==> src/rtl/evt_cnt_pkg.sv <==
package evt_cnt_pkg;

    localparam int STATUS_W = 16;
    localparam int BIT_UP   = 15;
    localparam int BIT_DN   = 14;
    localparam int BIT_DONE = 13;
    localparam int BIT_OVF  = 12;
    localparam int BIT_UNF  = 11;
    localparam int BIT_UPD  = 10;

    typedef enum logic [1:0] {
        STEP_NONE = 2'd0,
        STEP_INC  = 2'd1,
        STEP_DEC  = 2'd2
    } step_e;

    typedef struct packed {
        logic up_lvl;
        logic dn_lvl;
        logic done;
        logic ovf;
        logic unf;
        logic upd;
    } flags_t;

    // Opposing edges in one cycle cancel each other.
    function automatic step_e pick_step(input logic rise_up, input logic rise_dn);
        if (rise_up && !rise_dn) return STEP_INC;
        if (rise_dn && !rise_up) return STEP_DEC;
        return STEP_NONE;
    endfunction

    function automatic logic [STATUS_W-1:0] pack_status(input flags_t f);
        logic [STATUS_W-1:0] w;
        w           = '0;
        w[BIT_UP]   = f.up_lvl;
        w[BIT_DN]   = f.dn_lvl;
        w[BIT_DONE] = f.done;
        w[BIT_OVF]  = f.ovf;
        w[BIT_UNF]  = f.unf;
        w[BIT_UPD]  = f.upd;
        return w;
    endfunction

endpackage

==> src/rtl/evt_edge_det.sv <==
module evt_edge_det #(
    parameter int N = 2
) (
    input  logic         clk,
    input  logic         rst,
    input  logic [N-1:0] lvl,
    output logic [N-1:0] rise
);
    logic [N-1:0] prev_q;

    for (genvar i = 0; i < N; i++) begin : g_ch
        always_ff @(posedge clk) begin
            if (rst) prev_q[i] <= 1'b0;
            else     prev_q[i] <= lvl[i];
        end

        assign rise[i] = lvl[i] & ~prev_q[i];

        // a level held high yields one edge only
        a_r1_single_rise: assert property (@(posedge clk) disable iff (rst)
            (rise[i] && lvl[i]) |=> !rise[i]);
    end

endmodule

==> src/rtl/evt_acc_core.sv <==
module evt_acc_core
    import evt_cnt_pkg::*;
#(
    parameter int W = 16
) (
    input  logic         clk,
    input  logic         rst,
    input  logic         clr,
    input  step_e        step,
    output logic [W-1:0] acc,
    output logic         ovf,
    output logic         unf,
    output logic         upd
);
    localparam logic [W-1:0] ACC_MAX = {1'b0, {(W-1){1'b1}}};
    localparam logic [W-1:0] ACC_MIN = {1'b1, {(W-1){1'b0}}};
    localparam logic [W-1:0] ONE     = W'(1);

    always_ff @(posedge clk) begin
        if (rst || clr) begin
            acc <= '0;
            ovf <= 1'b0;
            unf <= 1'b0;
            upd <= 1'b0;
        end else begin
            upd <= 1'b0;
            unique case (step)
                STEP_INC: begin
                    upd <= 1'b1;
                    if (acc == ACC_MAX) begin
                        acc <= ACC_MIN;
                        ovf <= 1'b1;
                    end else begin
                        acc <= acc + ONE;
                    end
                end
                STEP_DEC: begin
                    upd <= 1'b1;
                    if (acc == ACC_MIN) begin
                        acc <= ACC_MAX;
                        unf <= 1'b1;
                    end else begin
                        acc <= acc - ONE;
                    end
                end
                default: ;
            endcase
        end
    end

    a_r1_up_step: assert property (@(posedge clk) disable iff (rst)
        (step == STEP_INC && !clr) |=> (acc == $past(acc) + ONE));

    a_r2_down_step: assert property (@(posedge clk) disable iff (rst)
        (step == STEP_DEC && !clr) |=> (acc == $past(acc) - ONE));

    a_r4_hold: assert property (@(posedge clk) disable iff (rst)
        (step == STEP_NONE && !clr) |=> $stable(acc));

    a_r6_wrap_high: assert property (@(posedge clk) disable iff (rst)
        (step == STEP_INC && !clr && acc == ACC_MAX) |=> (ovf && acc == ACC_MIN));

    a_r6_ovf_sticky: assert property (@(posedge clk) disable iff (rst)
        (ovf && !clr) |=> ovf);

    a_r7_unf_sticky: assert property (@(posedge clk) disable iff (rst)
        (unf && !clr) |=> unf);

    a_r8_clear: assert property (@(posedge clk) disable iff (rst)
        clr |=> (acc == '0 && !ovf && !unf && !upd));

endmodule

==> src/rtl/evt_counter.sv <==
module evt_counter
    import evt_cnt_pkg::*;
#(
    parameter int W = 16
) (
    input  logic                clk,
    input  logic                rst,
    input  logic                cnt_up,
    input  logic                cnt_dn,
    input  logic                clr,
    input  logic [W-1:0]        preset,
    output logic [W-1:0]        acc_o,
    output logic [STATUS_W-1:0] status
);
    logic [1:0] rise;
    step_e      step;
    logic       ovf, unf, upd;
    flags_t     flags;

    evt_edge_det #(.N(2)) u_edge (
        .clk  (clk),
        .rst  (rst),
        .lvl  ({cnt_dn, cnt_up}),
        .rise (rise)
    );

    assign step = pick_step(rise[0], rise[1]);

    evt_acc_core #(.W(W)) u_core (
        .clk  (clk),
        .rst  (rst),
        .clr  (clr),
        .step (step),
        .acc  (acc_o),
        .ovf  (ovf),
        .unf  (unf),
        .upd  (upd)
    );

    always_comb begin
        flags.up_lvl = cnt_up;
        flags.dn_lvl = cnt_dn;
        flags.done   = $signed(acc_o) >= $signed(preset);
        flags.ovf    = ovf;
        flags.unf    = unf;
        flags.upd    = upd;
    end

    assign status = pack_status(flags);

    // done moves only when the count or the preset moves
    a_r5_done_stable: assert property (@(posedge clk) disable iff (rst)
        ($stable(acc_o) && $stable(preset)) |-> $stable(status[BIT_DONE]));

    // opposing edges leave the count alone
    a_r3_cancel: assert property (@(posedge clk) disable iff (rst)
        (rise == 2'b11 && !clr) |=> $stable(acc_o));

endmodule

==> config.mk <==
export PLATFORM = sky130hd
export DESIGN_NAME = evt_counter
export DESIGN_NICKNAME = d
export VERILOG_FILES = /design/src/rtl/evt_cnt_pkg.sv /design/src/rtl/evt_edge_det.sv /design/src/rtl/evt_acc_core.sv /design/src/rtl/evt_counter.sv
export SDC_FILE = /design/constraint.sdc
export NUM_CORES = 1
export LEC_CHECK = 0
export BUFFER_PORTS_ARGS = -buffer_cell sky130_fd_sc_hd__buf_4
export CORE_MARGIN = 3
export CORE_UTILIZATION = 53
export CTS_BUF_LIST = sky130_fd_sc_hd__clkbuf_8 sky130_fd_sc_hd__clkbuf_16
export CTS_CLUSTER_SIZE = 8
export DETAILED_ROUTE_END_ITERATION = 8
export GPL_TIMING_DRIVEN = 0
export PLACE_DENSITY = 0.77
export SYNTH_ARGS = -nofsm -noshare
export SYNTH_HDL_FRONTEND = slang
export SYNTH_SLANG_ARGS = --single-unit
==> constraint.sdc <==
create_clock -name clk -period 2.65 [get_ports clk]
set_clock_uncertainty 0.2 [all_clocks]
set_input_delay 0.265 -clock clk [delete_from_list [all_inputs] [get_ports clk]]
set_output_delay 0.265 -clock clk [all_outputs]
set_load 0.02 [all_outputs]
# == After elaboration in Yosys (flattened, before gate mapping) ==
# Cells that the tools add are included.
# word_totals
register_bits,21
latchBits,0
ram_bits,0
rom_bits,0
input_bits,21
out_inout_bits,32
elab_cells,37
memories,0
# op_classes
addsub,2
mul,0
div_mod_pow,0
order_cmp,1
n_eq_ne,4
shift,0
n_mux,11
n_bitwise,4
n_reduce_logical,9
# op_table
op,n
16-bit 2-to-1 mux,2
16-bit case mux with 2 select lines,1
16-bit by 1-bit adder with 16-bit output (second input constant),1
16-bit by 15-bit == test with 1-bit output (second input constant),1
16-bit == test (second input constant),1
16-bit >= comparator,1
16-bit by 1-bit subtractor with 16-bit output (second input constant),1
2-bit 2-to-1 mux,4
1-bit 2-to-1 mux,4
2-bit AND reduction,2
1-bit AND,2
2-bit by 1-bit == test with 1-bit output (second input constant),1
2-bit == test (second input constant),1
1-bit logical AND,2
1-bit logical NOT,2
1-bit NOT,2
2-bit nonzero test,1
2-bit OR reduction,1
1-bit logical OR,1

# == Longest topological paths before layout ==
# logic_depth
word_depth,11
ltp_mapped,9
ltp_nobuf,8

# == Cells and area by module ==
# Synthesis repeated with hierarchy kept, for this count alone.
# hier_totals
cells_unflattened,293
hier_area_um2,2173.3
# modules_own_cells
module,n_inst,cells_per_inst,area_each_um2,seq_area_each_um2
evt_acc_core,1,215,1561.5,380.4
evt_counter,1,72,541.8,0.0
evt_edge_det,1,6,70.1,40.0

# == Worst setup path after synthesis ==
# No wires, ideal clock.
# synth_path
path_type,register to output
start,register u_core.acc[9]
end,output status[13]
t_arrival_ns,2.182
required_ns,2.185
setup_slack_ns,0.003
path_stages_with_launch,6
n_path_buf,0
cell_sequence,dfxtp_1 ha_1 a21o_1 a221o_1 a2111oi_0 mux2_2
# synth_via
elab_chain_cells,1
# synth_lines
item,line,rtl
from (decl),evt_acc_core.sv:10,"output logic [W-1:0] acc,"
from (signal assigned),evt_acc_core.sv:34,acc <= acc + ONE;
from (signal assigned),evt_acc_core.sv:43,acc <= acc - ONE;
16-bit >= comparator,evt_counter.sv:43,flags.done = $signed(acc_o) >= $signed(preset);
to (decl),evt_counter.sv:13,output logic [STATUS_W-1:0] status
# Every way passes these cells.

# == Worst setup path in the final report ==
# layout_path
start,register u_core.acc[15]
end,output status[13]
# The elaborated chain is that of the path after synthesis.

==> metrics <==
kind of critical path=reg -> out; fmax=between 300 and 400 MHz; largest net degree at the start of global routing=12; status=finished with violations; cell area after layout=about 0.0027 mm2; Final Cycle Share=101%; Setup-failing EPs final=1; Pins Over Slew Limit=0; share of layout cells above drive strength 1=roughly 33%; CORE AREA=0.00349 mm2; Avg Cell Area, Syn=7.79 um2; critical path arrival=about 2.2 ns; share of the yosys chip area belonging to registers=around a fifth; Post-Syn Area=roughly 0.002 mm2; P_leak=1.21 nW; most common library cell in the layout ignoring fill and taps=buf_4; Max-slew headroom=49.6%; Post-synth EDFFs=0; CP Launch Type=register; most frequent cells in the layout=63 x buf_4, 31 x inv_1, 16 x a21oi_1, 16 x nor2_1; Root Buffer=clkbuf_8; IO Pins=53; DRC viols=0; Detailed Route Iter0 Violations=126; via/cell ratio=approximately 6; # rows=21; die width=around 67 um; max-cap violation count=0; Clock Path Buffers=2; Most used DFF post-synth=dfxtp_1; failing checks=negative setup slack; M2 GR Usage=44.3%; die area=0.00455 mm2; critical-path maximum fanout=3; number of global-route vias before repair=2,001; post-route setup slack=-0.0382 ns; initial antenna violation count=0; WL final=between 5 and 6 mm; fin crit period=2.69 ns; die height=67.5 um; Post-Syn Instances=257; RSZ-0062 raised after global routing=true; GR peak layer=met2; total clock buffers created by CTS=3; Worst Path Required=2.18 ns; first-pass GRT wire length=9.24 mm; Tot GR Track Use=about a quarter; ys async rst share=0%; Antenna diodes=0; Ys Warns=0; met1 Resource Use GR=35.8%; Synth Register Bits=21; clock slew seen by the registers of the worst setup and hold paths=0.08 ns; final net count=363; worst min path class=in -> reg; Placed Area=0.00241 mm2; Pre-Repair DR Iteration Count=5; Worst Max-Slew Pin Slew=0.750 ns; CTS tree=yes; setup_tns=-0.0382 ns; number of nets with antenna violations after routing=0; DP Wirelength=4.10 mm; M3 GR Usage=2.50%; port bufs=42; Clock Latency Late Sink=0.26 ns; final hold viol count=0; Netlist cell types=55; clk sinks=21; Overflow after GRT=0; routability-driven placement congestion ratio=0.963; Avg WL per Cell=16.4 um; H-Tree Depth=1; total number of vias=2,140; Worst VDD drop=0.332 mV; Area Growth Syn to Fin=33.6%; Starting Density=57.3%; Worst setup EP type=primary output; Pwr Density=~350 mW/mm2
## kinds of logic after synthesis
kind of cell	after synthesis	synth area share, %
flops	21	21.0
fa+ha+maj	21	13.1
other cells	1	0.187
mux	5	2.62
xor+xnor	8	3.50
simple gates	79	23.7
compound gates	67	22.6
buf+inv	55	13.3
## state kept, by name (all words and copies together), names as in the netlist
| signal | cells |
|---|---|
| u_core.unf | 1 |
| u_core.acc | 16 |
| u_core.ovf | 1 |
| u_core.upd | 1 |
| u_edge.prev_q | 2 |
## where the power goes
part	switching (mW)	internal (mW)
Sequential	0.0194	0.325
Combinational	0.206	0.159
Clock	0.111	0.103
## layer usage
layer | share of wire (%) | wire [um]
met4 | 3.1 | 187
met2 | 47 | 2800
met3 | 8.1 | 483
met5 | 0 | 0
met1 | 42 | 2520
## Yosys cell counts, types with 5 or more instances
| cell | instances | area [um2] |
|---|---|---|
| buf_4 | 15 | 113 |
| xnor2_1 | 7 | 61.3 |
| a21o_1 | 5 | 37.5 |
| dfxtp_1 | 21 | 420 |
| a21oi_1 | 16 | 80.1 |
| nand4_1 | 11 | 68.8 |
| inv_1 | 31 | 116 |
| clkbuf_1 | 6 | 22.5 |
| nand3_1 | 11 | 55.1 |
| nand2_1 | 13 | 48.8 |
| o21ai_0 | 13 | 65.1 |
| a221oi_1 | 5 | 43.8 |
| nor2_1 | 16 | 60.1 |
| ha_1 | 21 | 263 |
## area by class of cell
class	count	area (um2)
clock inverters	1	3.75
inverters	31	116
fillers	277	821
repair buffers	50	382
plain buffers	24	150
well taps	46	57.6
flip-flops and latches	21	452
clock buffers	3	41.3
multi-input cells	190	1470
## per-stage QoR
step	util (%)	hold slack [ns]	instances	setup WS (ns)	power (mW)
detailed placement	68.9	0.260	354	-0.148	0.685
CTS	75.3	0.0326	365	0.0122	0.913
global route	76.5	0.0596	366	-0.0572	0.978
global placement	68.9	0.256	354	-0.113	0.678
finish	76.5	0.0277	366	-0.0382	0.924
floorplan	-	0.137	266	0.00281	0.584
## what timing repair did
item,CTS,global route
gates cloned,0,0
gates resized for setup,30,6
buffers inserted,6,1
hold buffers,1,0
endpoints found under the hold margin,2,0
pin swaps,6,2
setup endpoints to repair,1,1
## worst max-delay path, cell delays in order, from the launching register on
cell and delay (ns):
dfxtp_4 0.37, ha_4 0.28, and4_4 0.26, nand4_1 0.20, or3_1 0.46, nand3_1 0.12
mux2_4 0.16, buf_6 0.11
## path summary, 6_finish.rpt
path                                 endpoint  slack [ns]  depth (start not counted)                   startpoint
setup / recovery                   status[13]       -0.04                          7  u_core.acc[15]$_SDFFE_PP0P_
hold / removal    u_edge.prev_q[0]$_SDFF_PP0_        0.03                          2                       cnt_up
setup reg to reg  u_core.acc[15]$_SDFFE_PP0P_        0.21                          9  u_edge.prev_q[1]$_SDFF_PP0_
hold reg to reg       u_core.ovf$_SDFFE_PP0P_        0.29                          2      u_core.ovf$_SDFFE_PP0P_
No activity file was read; power rests on OpenSTA's default activity.
